--- src/rtl/pd_cke_pkg.sv ---
package pd_cke_pkg;

    typedef enum logic [1:0] {
        ST_RUN  = 2'd0,
        ST_PD   = 2'd1,
        ST_EXIT = 2'd2
    } pd_state_e;

    typedef struct packed {
        pd_state_e state;
        logic      enter_pend;
        logic      exit_pend;
        logic      act;
    } pd_regs_t;

endpackage

--- src/rtl/pd_delay_cnt.sv ---
module pd_delay_cnt #(
    parameter int CNT_W = 5
) (
    input  logic             clk,
    input  logic             rst_n,
    input  logic             load,
    input  logic [CNT_W-1:0] load_val,
    output logic             done
);

    logic [CNT_W-1:0] cnt_d, cnt_q;

    always_comb begin
        cnt_d = cnt_q;
        if (load)
            cnt_d = load_val;
        else if (cnt_q != '0)
            cnt_d = cnt_q - 1'b1;
    end

    always_ff @(posedge clk) begin
        if (!rst_n) cnt_q <= '0;
        else        cnt_q <= cnt_d;
    end

    assign done = (cnt_q == '0);

    // a non-zero load always opens a waiting window
    p_load_blocks_done_r6: assert property (@(posedge clk) disable iff (!rst_n)
        (load && load_val != '0) |=> !done);

endmodule

--- src/rtl/pd_burst_guard.sv ---
module pd_burst_guard #(
    parameter int BL_W    = 4,
    parameter int RD_POST = 1,
    parameter int WR_POST = 1,
    parameter int CNT_W   = 5
) (
    input  logic            clk,
    input  logic            rst_n,
    input  logic            arm,
    input  logic            rd_issue,
    input  logic            wr_issue,
    input  logic [BL_W-1:0] burst_len,
    output logic            idle
);

    logic [CNT_W-1:0] half_w, rd_load, wr_load, dec_v, new_v;
    logic [CNT_W-1:0] busy_d, busy_q;
    logic             rd_take, wr_take;

    always_comb begin
        rd_take = arm && rd_issue;
        wr_take = arm && wr_issue;
        half_w  = CNT_W'(burst_len >> 1);
        rd_load = half_w + CNT_W'(RD_POST);
        wr_load = half_w + half_w + CNT_W'(WR_POST);
        dec_v   = (busy_q != '0) ? busy_q - 1'b1 : '0;
        new_v   = '0;
        if (rd_take) new_v = rd_load;
        if (wr_take && wr_load > new_v) new_v = wr_load;
        busy_d  = (new_v > dec_v) ? new_v : dec_v;
    end

    always_ff @(posedge clk) begin
        if (!rst_n) busy_q <= '0;
        else        busy_q <= busy_d;
    end

    assign idle = (busy_q == '0) && !rd_take && !wr_take;

    // an accepted read always leaves busy time behind it
    p_read_loads_r2: assert property (@(posedge clk) disable iff (!rst_n)
        (arm && rd_issue && RD_POST > 0) |=> busy_q != '0);
    // an accepted write always leaves busy time behind it
    p_write_loads_r3: assert property (@(posedge clk) disable iff (!rst_n)
        (arm && wr_issue && WR_POST > 0) |=> busy_q != '0);

endmodule

--- src/rtl/pd_cke_seq.sv ---
module pd_cke_seq
    import pd_cke_pkg::*;
#(
    parameter int BL_W     = 4,
    parameter int RD_POST  = 1,
    parameter int WR_POST  = 1,
    parameter int MIN_NOP  = 4,
    parameter int EXIT_DLY = 3,
    parameter int CNT_W    = 5
) (
    input  logic            clk,
    input  logic            rst_n,
    input  logic            rd_issue,
    input  logic            wr_issue,
    input  logic [BL_W-1:0] burst_len,
    input  logic            bank_open,
    input  logic            pd_enter_req,
    input  logic            pd_exit_req,
    output logic            cke,
    output logic            nop_cmd,
    output logic            cmd_ready,
    output logic            pd_active
);

    localparam logic [CNT_W-1:0] NOP_LD  = CNT_W'(MIN_NOP - 1);
    localparam logic [CNT_W-1:0] EXIT_LD = CNT_W'(EXIT_DLY - 1);

    pd_regs_t regs_d, regs_q;
    logic     burst_idle, nop_done, exit_done;
    logic     nop_load, exit_load;

    pd_burst_guard #(
        .BL_W(BL_W), .RD_POST(RD_POST), .WR_POST(WR_POST), .CNT_W(CNT_W)
    ) u_guard (
        .clk(clk), .rst_n(rst_n),
        .arm(regs_q.state == ST_RUN),
        .rd_issue(rd_issue), .wr_issue(wr_issue), .burst_len(burst_len),
        .idle(burst_idle)
    );

    pd_delay_cnt #(.CNT_W(CNT_W)) u_nop_cnt (
        .clk(clk), .rst_n(rst_n), .load(nop_load), .load_val(NOP_LD),
        .done(nop_done)
    );

    pd_delay_cnt #(.CNT_W(CNT_W)) u_exit_cnt (
        .clk(clk), .rst_n(rst_n), .load(exit_load), .load_val(EXIT_LD),
        .done(exit_done)
    );

    always_comb begin
        regs_d    = regs_q;
        nop_load  = 1'b0;
        exit_load = 1'b0;
        unique case (regs_q.state)
            ST_RUN: begin
                if ((regs_q.enter_pend || pd_enter_req) && burst_idle) begin
                    regs_d.state      = ST_PD;
                    regs_d.enter_pend = 1'b0;
                    regs_d.act        = bank_open;
                    nop_load          = 1'b1;
                end else if (pd_enter_req) begin
                    regs_d.enter_pend = 1'b1;
                end
            end
            ST_PD: begin
                if (nop_done && (regs_q.exit_pend || pd_exit_req)) begin
                    regs_d.state     = ST_EXIT;
                    regs_d.exit_pend = 1'b0;
                    regs_d.act       = 1'b0;
                    exit_load        = 1'b1;
                end else if (pd_exit_req) begin
                    regs_d.exit_pend = 1'b1;
                end
            end
            ST_EXIT: begin
                if (exit_done) regs_d.state = ST_RUN;
            end
            default: regs_d.state = ST_RUN;
        endcase
    end

    always_ff @(posedge clk) begin
        if (!rst_n) begin
            regs_q.state      <= ST_RUN;
            regs_q.enter_pend <= 1'b0;
            regs_q.exit_pend  <= 1'b0;
            regs_q.act        <= 1'b0;
        end else begin
            regs_q <= regs_d;
        end
    end

    assign cke       = (regs_q.state != ST_PD);
    assign nop_cmd   = (regs_q.state != ST_RUN);
    assign cmd_ready = (regs_q.state == ST_RUN);
    assign pd_active = regs_q.act;

    // an unfinished burst never lets clock-enable fall
    p_burst_holds_cke_r4: assert property (@(posedge clk) disable iff (!rst_n)
        (regs_q.state == ST_RUN && !burst_idle) |=> cke);
    // power-down is only entered from the ready state
    p_enter_from_run_r4: assert property (@(posedge clk) disable iff (!rst_n)
        (cke && !cmd_ready) |=> cke);
    // minimum low time is never cut short
    p_min_nop_r6: assert property (@(posedge clk) disable iff (!rst_n)
        (regs_q.state == ST_PD && !nop_done) |=> !cke);
    // exit delay is never cut short
    p_exit_delay_r7: assert property (@(posedge clk) disable iff (!rst_n)
        (regs_q.state == ST_EXIT && !exit_done) |=> !cmd_ready);
    // readiness implies a running, unrestricted command bus
    p_ready_clean_r7: assert property (@(posedge clk) disable iff (!rst_n)
        cmd_ready |-> (cke && !nop_cmd));
    // status flag only seen during power-down
    p_status_in_pd_r5: assert property (@(posedge clk) disable iff (!rst_n)
        pd_active |-> !cke);

endmodule

--- config.mk ---
export PLATFORM = sky130hd
export DESIGN_NAME = pd_cke_seq
export DESIGN_NICKNAME = d
export VERILOG_FILES = /design/src/rtl/pd_cke_pkg.sv /design/src/rtl/pd_delay_cnt.sv /design/src/rtl/pd_burst_guard.sv /design/src/rtl/pd_cke_seq.sv
export SDC_FILE = /design/constraint.sdc
export NUM_CORES = 1
export LEC_CHECK = 0
export BUFFER_PORTS_ARGS = -buffer_cell sky130_fd_sc_hd__buf_2
export CAP_MARGIN = 30
export CORE_MARGIN = 2
export CORE_UTILIZATION = 60
export CTS_BUF_LIST = sky130_fd_sc_hd__clkbuf_4 sky130_fd_sc_hd__clkbuf_8
export DETAILED_ROUTE_END_ITERATION = 10
export PLACE_DENSITY = 0.79
export SYNTH_ARGS = -nofsm -noshare
export SYNTH_HDL_FRONTEND = slang
export SYNTH_SLANG_ARGS = --single-unit
--- constraint.sdc ---
create_clock -name clk -period 10.9 [get_ports clk]
set_clock_uncertainty 0.2 [all_clocks]
set_input_delay 2.18 -clock clk [delete_from_list [all_inputs] [get_ports clk]]
set_output_delay 2.18 -clock clk [all_outputs]
set_load 0.01 [all_outputs]
## Yosys cells after proc, flatten, opt, wreduce, memory -nomap -nowiden

Index checks and enable logic that the tools add are counted.

| storage, ports and cells | value |
|---|---|
| bits in registers | 20 |
| latch bits | 0 |
| memory bits (writable) | 0 |
| bits in read-only memories | 0 |
| bits of input ports | 11 |
| memories kept | 0 |

| operators by class | value |
|---|---|
| $add $sub $neg | 6 |
| multiply operators | 0 |
| divide/modulo/power cells | 0 |
| magnitude comparators | 2 |
| equality and inequality tests | 6 |
| shift-type cells | 0 |
| muxes and demuxes | 23 |
| bitwise logic cells | 1 |
| reduce and logical (&&, ||, !) cells | 30 |

Operators by type and width:

| cell | number |
|---|---|
| $logic_not 5->1 | 3 |
| $mux 5 | 3 |
| $reduce_bool 5->1 | 3 |
| $sub 5x1->5 const B | 3 |
| $mux 2 | 7 |
| $reduce_bool 2->1 | 6 |
| $gt 5x5->1 | 2 |
| $mux 1 | 10 |
| $logic_and 1x1->1 | 7 |
| $ne 2x2->1 const B | 3 |
| $pmux 2 s3 | 1 |
| $reduce_and 3->1 | 2 |
| $add 5x1->5 const B | 1 |
| $add 3x1->4 const B | 1 |
| $add 3x3->4 | 1 |
| $mux 4 | 1 |
| $reduce_and 2->1 | 2 |
| $reduce_or 2->1 | 2 |
| $eq 2x1->1 const B | 1 |
| $eq 2x2->1 const B | 1 |
| $logic_not 1->1 | 2 |
| $logic_not 2->1 | 1 |
| $logic_or 1x1->1 | 2 |
| $ne 2x1->1 const B | 1 |
| other kinds (2) | 2 |

## Depth between registers and ports, before layout

| depth | value |
|---|---|
| depth after elaboration | 9 |
| gate-level depth with buffers | 15 |
| depth with buffers taken out | 15 |

## Cells and area by module

Synthesis repeated with hierarchy kept, for this count alone.

| unflattened totals | value |
|---|---|
| cells, all modules | 163 |
| area, all modules | 1371.3 um^2 |

Modules (own cells, without submodules):

| module | instances | cells an instance | area each (um^2) | sequential area each (um^2) |
|---|---|---|---|---|
| pd_delay_cnt | 2 | 34 | 300.3 | 100.1 |
| pd_burst_guard | 1 | 68 | 523.0 | 100.1 |
| pd_cke_seq | 1 | 27 | 247.7 | 100.1 |

## Worst setup path after synthesis

OpenSTA, ideal clock, no wires.

| path | value |
|---|---|
| kind | input to register |
| start point | input burst_len[1] |
| end point | register u_guard.busy_q[3] |
| library setup time | 0.116 ns |
| arrival time | 4.726 ns |
| required time | 10.584 ns |
| slack | 5.858 ns |
| stages | 13 |
| buffers on the path | 0 |
| cells stage by stage | ha_1 > xnor2_1 > nor2_1 > inv_1 > ha_1 > o21a_1 > o211a_1 > nand3_1 > mux2_2 > ha_1 > and4_1 > a211o_1 > o211a_1 |

| between the ends | value |
|---|---|
| cells in the longest elaborated chain, start to end | 7 |
| elaborated cells on any way between the ends | 9 |
| classes of those cells | add/sub: 3; order compare: 2; mux: 3; reduce/logical: 1 |

RTL lines:

| element | line | text |
|---|---|---|
| from (decl) | pd_cke_seq.sv:15 | `input logic [BL_W-1:0] burst_len,` |
| $add 3x3->4 / $add 3x1->4 (equally long branches) | pd_burst_guard.sv:25, pd_burst_guard.sv:24 |  |
| $add 5x1->5 / $mux 4 (equally long branches) | pd_burst_guard.sv:25, pd_burst_guard.sv:28 |  |
| $gt 5x5->1 | pd_burst_guard.sv:29 | `if (wr_take && wr_load > new_v) new_v = wr_load;` |
| $logic_and 1x1->1 | pd_burst_guard.sv:29 |  |
| $mux 5 (*) | pd_burst_guard.sv:29 |  |
| $gt 5x5->1 | pd_burst_guard.sv:30 | `busy_d = (new_v > dec_v) ? new_v : dec_v;` |
| $mux 5 (*) | pd_burst_guard.sv:30 |  |
| to (signal assigned) | pd_burst_guard.sv:35 | `else busy_q <= busy_d;` |
| to (decl) | pd_burst_guard.sv:17 | `logic [CNT_W-1:0] busy_d, busy_q;` |

Mark *: on every way between the ends. The rest lies on a longest branch, timed or not.
A chain may end at the register's enable or synchronous reset.

## Final worst setup path

| path | value |
|---|---|
| start point | input rd_issue |
| end point | register u_guard.busy_q[1] |

| between the ends | value |
|---|---|
| cells in the longest elaborated chain, start to end | 7 |

RTL lines:

| element | line | text |
|---|---|---|
| from (decl) | pd_cke_seq.sv:13 | `input logic rd_issue,` |
| $logic_and 1x1->1 (*) | pd_burst_guard.sv:21 | `rd_take = arm && rd_issue;` |
| $mux 4 (*) | pd_burst_guard.sv:28 | `if (rd_take) new_v = rd_load;` |
| $gt 5x5->1 | pd_burst_guard.sv:29 |  |
| $logic_and 1x1->1 | pd_burst_guard.sv:29 |  |
| $mux 5 (*) | pd_burst_guard.sv:29 |  |
| $gt 5x5->1 | pd_burst_guard.sv:30 |  |
| $mux 5 (*) | pd_burst_guard.sv:30 |  |

Marks and branches as above.

==> out/qor.yml <==
multi_input_area_um2: 717
clkSinkCount: 20
pwr-share-clk: 0.168
outcome: "finished, final reports clean"
synth-adder-area-share: 0.107
synthXorXnorAreaFrac: 0.0525
min_to: "u_exit_cnt.cnt_q[4]$_SDFFE_PP0P_"
antenna_left: 0
worst_slew_pin_slew_ps: 547
slew_viol_final: 0
r2r_slack_ps: 7300
arrival_ps: 5150
synth_area_leader_cell: "dfxtp_1"
routed-via-count: 986
power_per_cell_area_nw_per_um2: 270
synthDistinctLibCells: 38
ys.flop_type: "dfxtp_1"
sw_frac_of_total: 0.380
crit_fanout: 6
synth.cell_area_um2: 1170
setup_viol: 0
drt-wirelength-per-cell_um: 12.3
synth.area.top_cells: "dfxtp_1 34%, ha_1 11%, nor2_1 6.1%"
r2r-end: "u_guard.busy_q[1]$_SDFF_PN0_"
gp_congestion: 0.783
cp_slowest_stage_delay_ps: 430
io_buffers: 13
fill_cells: 151
fin_nets: 177
wl_um: 2210
syn_nets: 161
synth-simple-area-share: 0.256
grt_pass1_wl_um: 3570
io_pins: 15
numCtsBuffers: 3
synth_compound_area_frac: 0.180
yosys-mux-area-fraction: 0.0182
synth_common_cells: "20 x dfxtp_1, 19 x nor2_1, 16 x nand2_1"
layout-drive-gt1-share: 0.135
dp_hpwl_um: 1720
comb_power_share: 0.521
period_needed_ps: 5140
drt_first_iter_violations: 32
syn_inst: 140
ctsHoldBuffers: 0
diodes: 0
ys_warn_count: 0
r2r_cells: 13
yosysMostFrequentCell: "dfxtp_1"
hp-start: "u_exit_cnt.cnt_q[4]$_SDFFE_PP0P_"
cts_resized: 0
hp-class: "register to register"
reg2reg_from: "regs_q[4]$_SDFFE_PN0P_"
antenna_found_initial: 0
async_flop_share: 0
yosysSeqAreaShare: 0.343
synth.top_cell.area_share: 0.343
worst-setup-path-type: "input pin to register"
setup_tns_ps: 0
drv_cap: 0
p_total_uw: 353
clkSlewWorstSetupHoldPaths_ps: 120
grt_usage: 0.224
avgSynthCellArea_um2: 8.34
hold_viol_final: 0
num_rows: 15
via_per_inst: 5.48
synth_top_family_by_area: "simple AND/OR/NAND/NOR gates"
initial_core_util: 0.655
leakagePower_uw: 0.000617
overflow: 0
die_x_um: 48.1
first_global_vias: 892
synth_edf_count: 0
drc_errors: 0
crit_slowest_cell: "nor4bb_1"
cts_max_level: 1
drtPass1Iterations: 4
whs_path_depth: 2
ys_seq_elements: 20
rsz0062_at_grt: "no"
path_cells: "buf_2 -> nor4bb_1 -> nand3_1 -> ha_1 -> o21a_1 -> o211a_1 -> nand3_1 -> mux2_2 -> ha_1 -> and4_1 -> a211o_1 -> o211a_1"
endpoint_kind: "register"
max-slew-margin-rel: 0.635
ir_drop_uv: 167
core_um2: 1780
power_frac_seq: 0.311
max_freq_ghz: 0.194
ctsLongestPathBuffers: 2
dieHeight_um: 48.1
switchingPower_uw: 134
startpoint_type: "input pin"
internal_power_uw: 219
grt_max_degree: 16
crit_required_ps: 10910
cts_tree: "built"
regArea_um2: 400
cts_setup_buffers: 0
clk_latency_ps: 300
root_buffer: "clkbuf_4"
die-area_um2: 2310
finalCritPeriodShare: 0.472
syn2layout_area_growth_pct: 12.0
## state kept, by name (all words and copies together) (netlist names)
| name | count |
|---|---|
| pd_active | 1 |
| regs_q | 4 |
| u_exit_cnt.cnt_q | 5 |
| u_guard.busy_q | 5 |
| u_nop_cnt.cnt_q | 5 |
## cell usage in the layout (no fill, tap or decap), types with 5 or more instances in the layout
master	count
dfxtp_1	20
nor2_1	19
nand2_1	16
buf_2	13
inv_1	11
ha_1	10
xnor2_1	7
o21a_1	6
nor3_1	6
a21oi_1	5
## power by group through the flow
| stage | combinational, uW | clock [uW] | sequential [uW] |
|---|---|---|---|
| floorplan | 153 | 0 | 108 |
| global placement | 173 | 0 | 110 |
| detailed placement | 182 | 0 | 111 |
| CTS | 185 | 61.0 | 110 |
| global route | 209 | 63.4 | 113 |
| finish | 184 | 59.5 | 110 |
## metrics by stage
step / std cells / hold WS (ps) / util / setup slack (ps) / cell area, um2
finish: 180 / 251 / 0.733 / 5760 / 1310
CTS: 180 / 252 / 0.733 / 5780 / 1310
global route: 180 / 281 / 0.733 / 5640 / 1310
floorplan: 140 / 205 / - / 5860 / 1170
detailed placement: 176 / 235 / 0.704 / 5460 / 1250
global placement: 176 / 217 / 0.704 / 5530 / 1250
## cell families (layout without fill, tap and decap cells)
family          count (synthesis)  after routing
flops                          20             20
fa+ha+maj                      10             10
xor+xnor                        7              7
buf+inv                        13             28
compound gates                 27             27
simple gates                   61             61
mux                             2              2
## area by class of cell
cell class	instances	area share
inverter	11	0.0316
clock buffer	3	0.0172
sequential	20	0.306
timing repair buffer	13	0.0498
multi-input combinational	107	0.548
clock inverter	1	0.0230
tap	25	0.0239
## layer usage
metal / GRT usage / up-vias / wire length, um
met5: 0 / - / 0
met4: 0.130 / 0 / 27
met3: 0.0222 / 2 / 48
met2: 0.408 / 14 / 1140
met1: 0.251 / 452 / 995
li1: - / 518 / -
## worst max path at each step
stage                       from                            to  cells past startpoint
global route            rd_issue  u_guard.busy_q[1]$_SDFF_PN0_                     12
floorplan           burst_len[1]  u_guard.busy_q[3]$_SDFF_PN0_                     13
CTS                     rd_issue  u_guard.busy_q[1]$_SDFF_PN0_                     12
global placement        rd_issue  u_guard.busy_q[1]$_SDFF_PN0_                     12
detailed placement      rd_issue  u_guard.busy_q[1]$_SDFF_PN0_                     12
finish                  rd_issue  u_guard.busy_q[1]$_SDFF_PN0_                     12
## worst max-delay path, delay by kind of cell
kind,cells,cell delay [ps]
AO/OA/AOI/OAI,4,850
adder cells (fa/ha/maj),2,640
buffers and inverters,1,130
multiplexers,1,380
AND/OR/NAND/NOR,4,960
(Power assumes the default switching activity.)
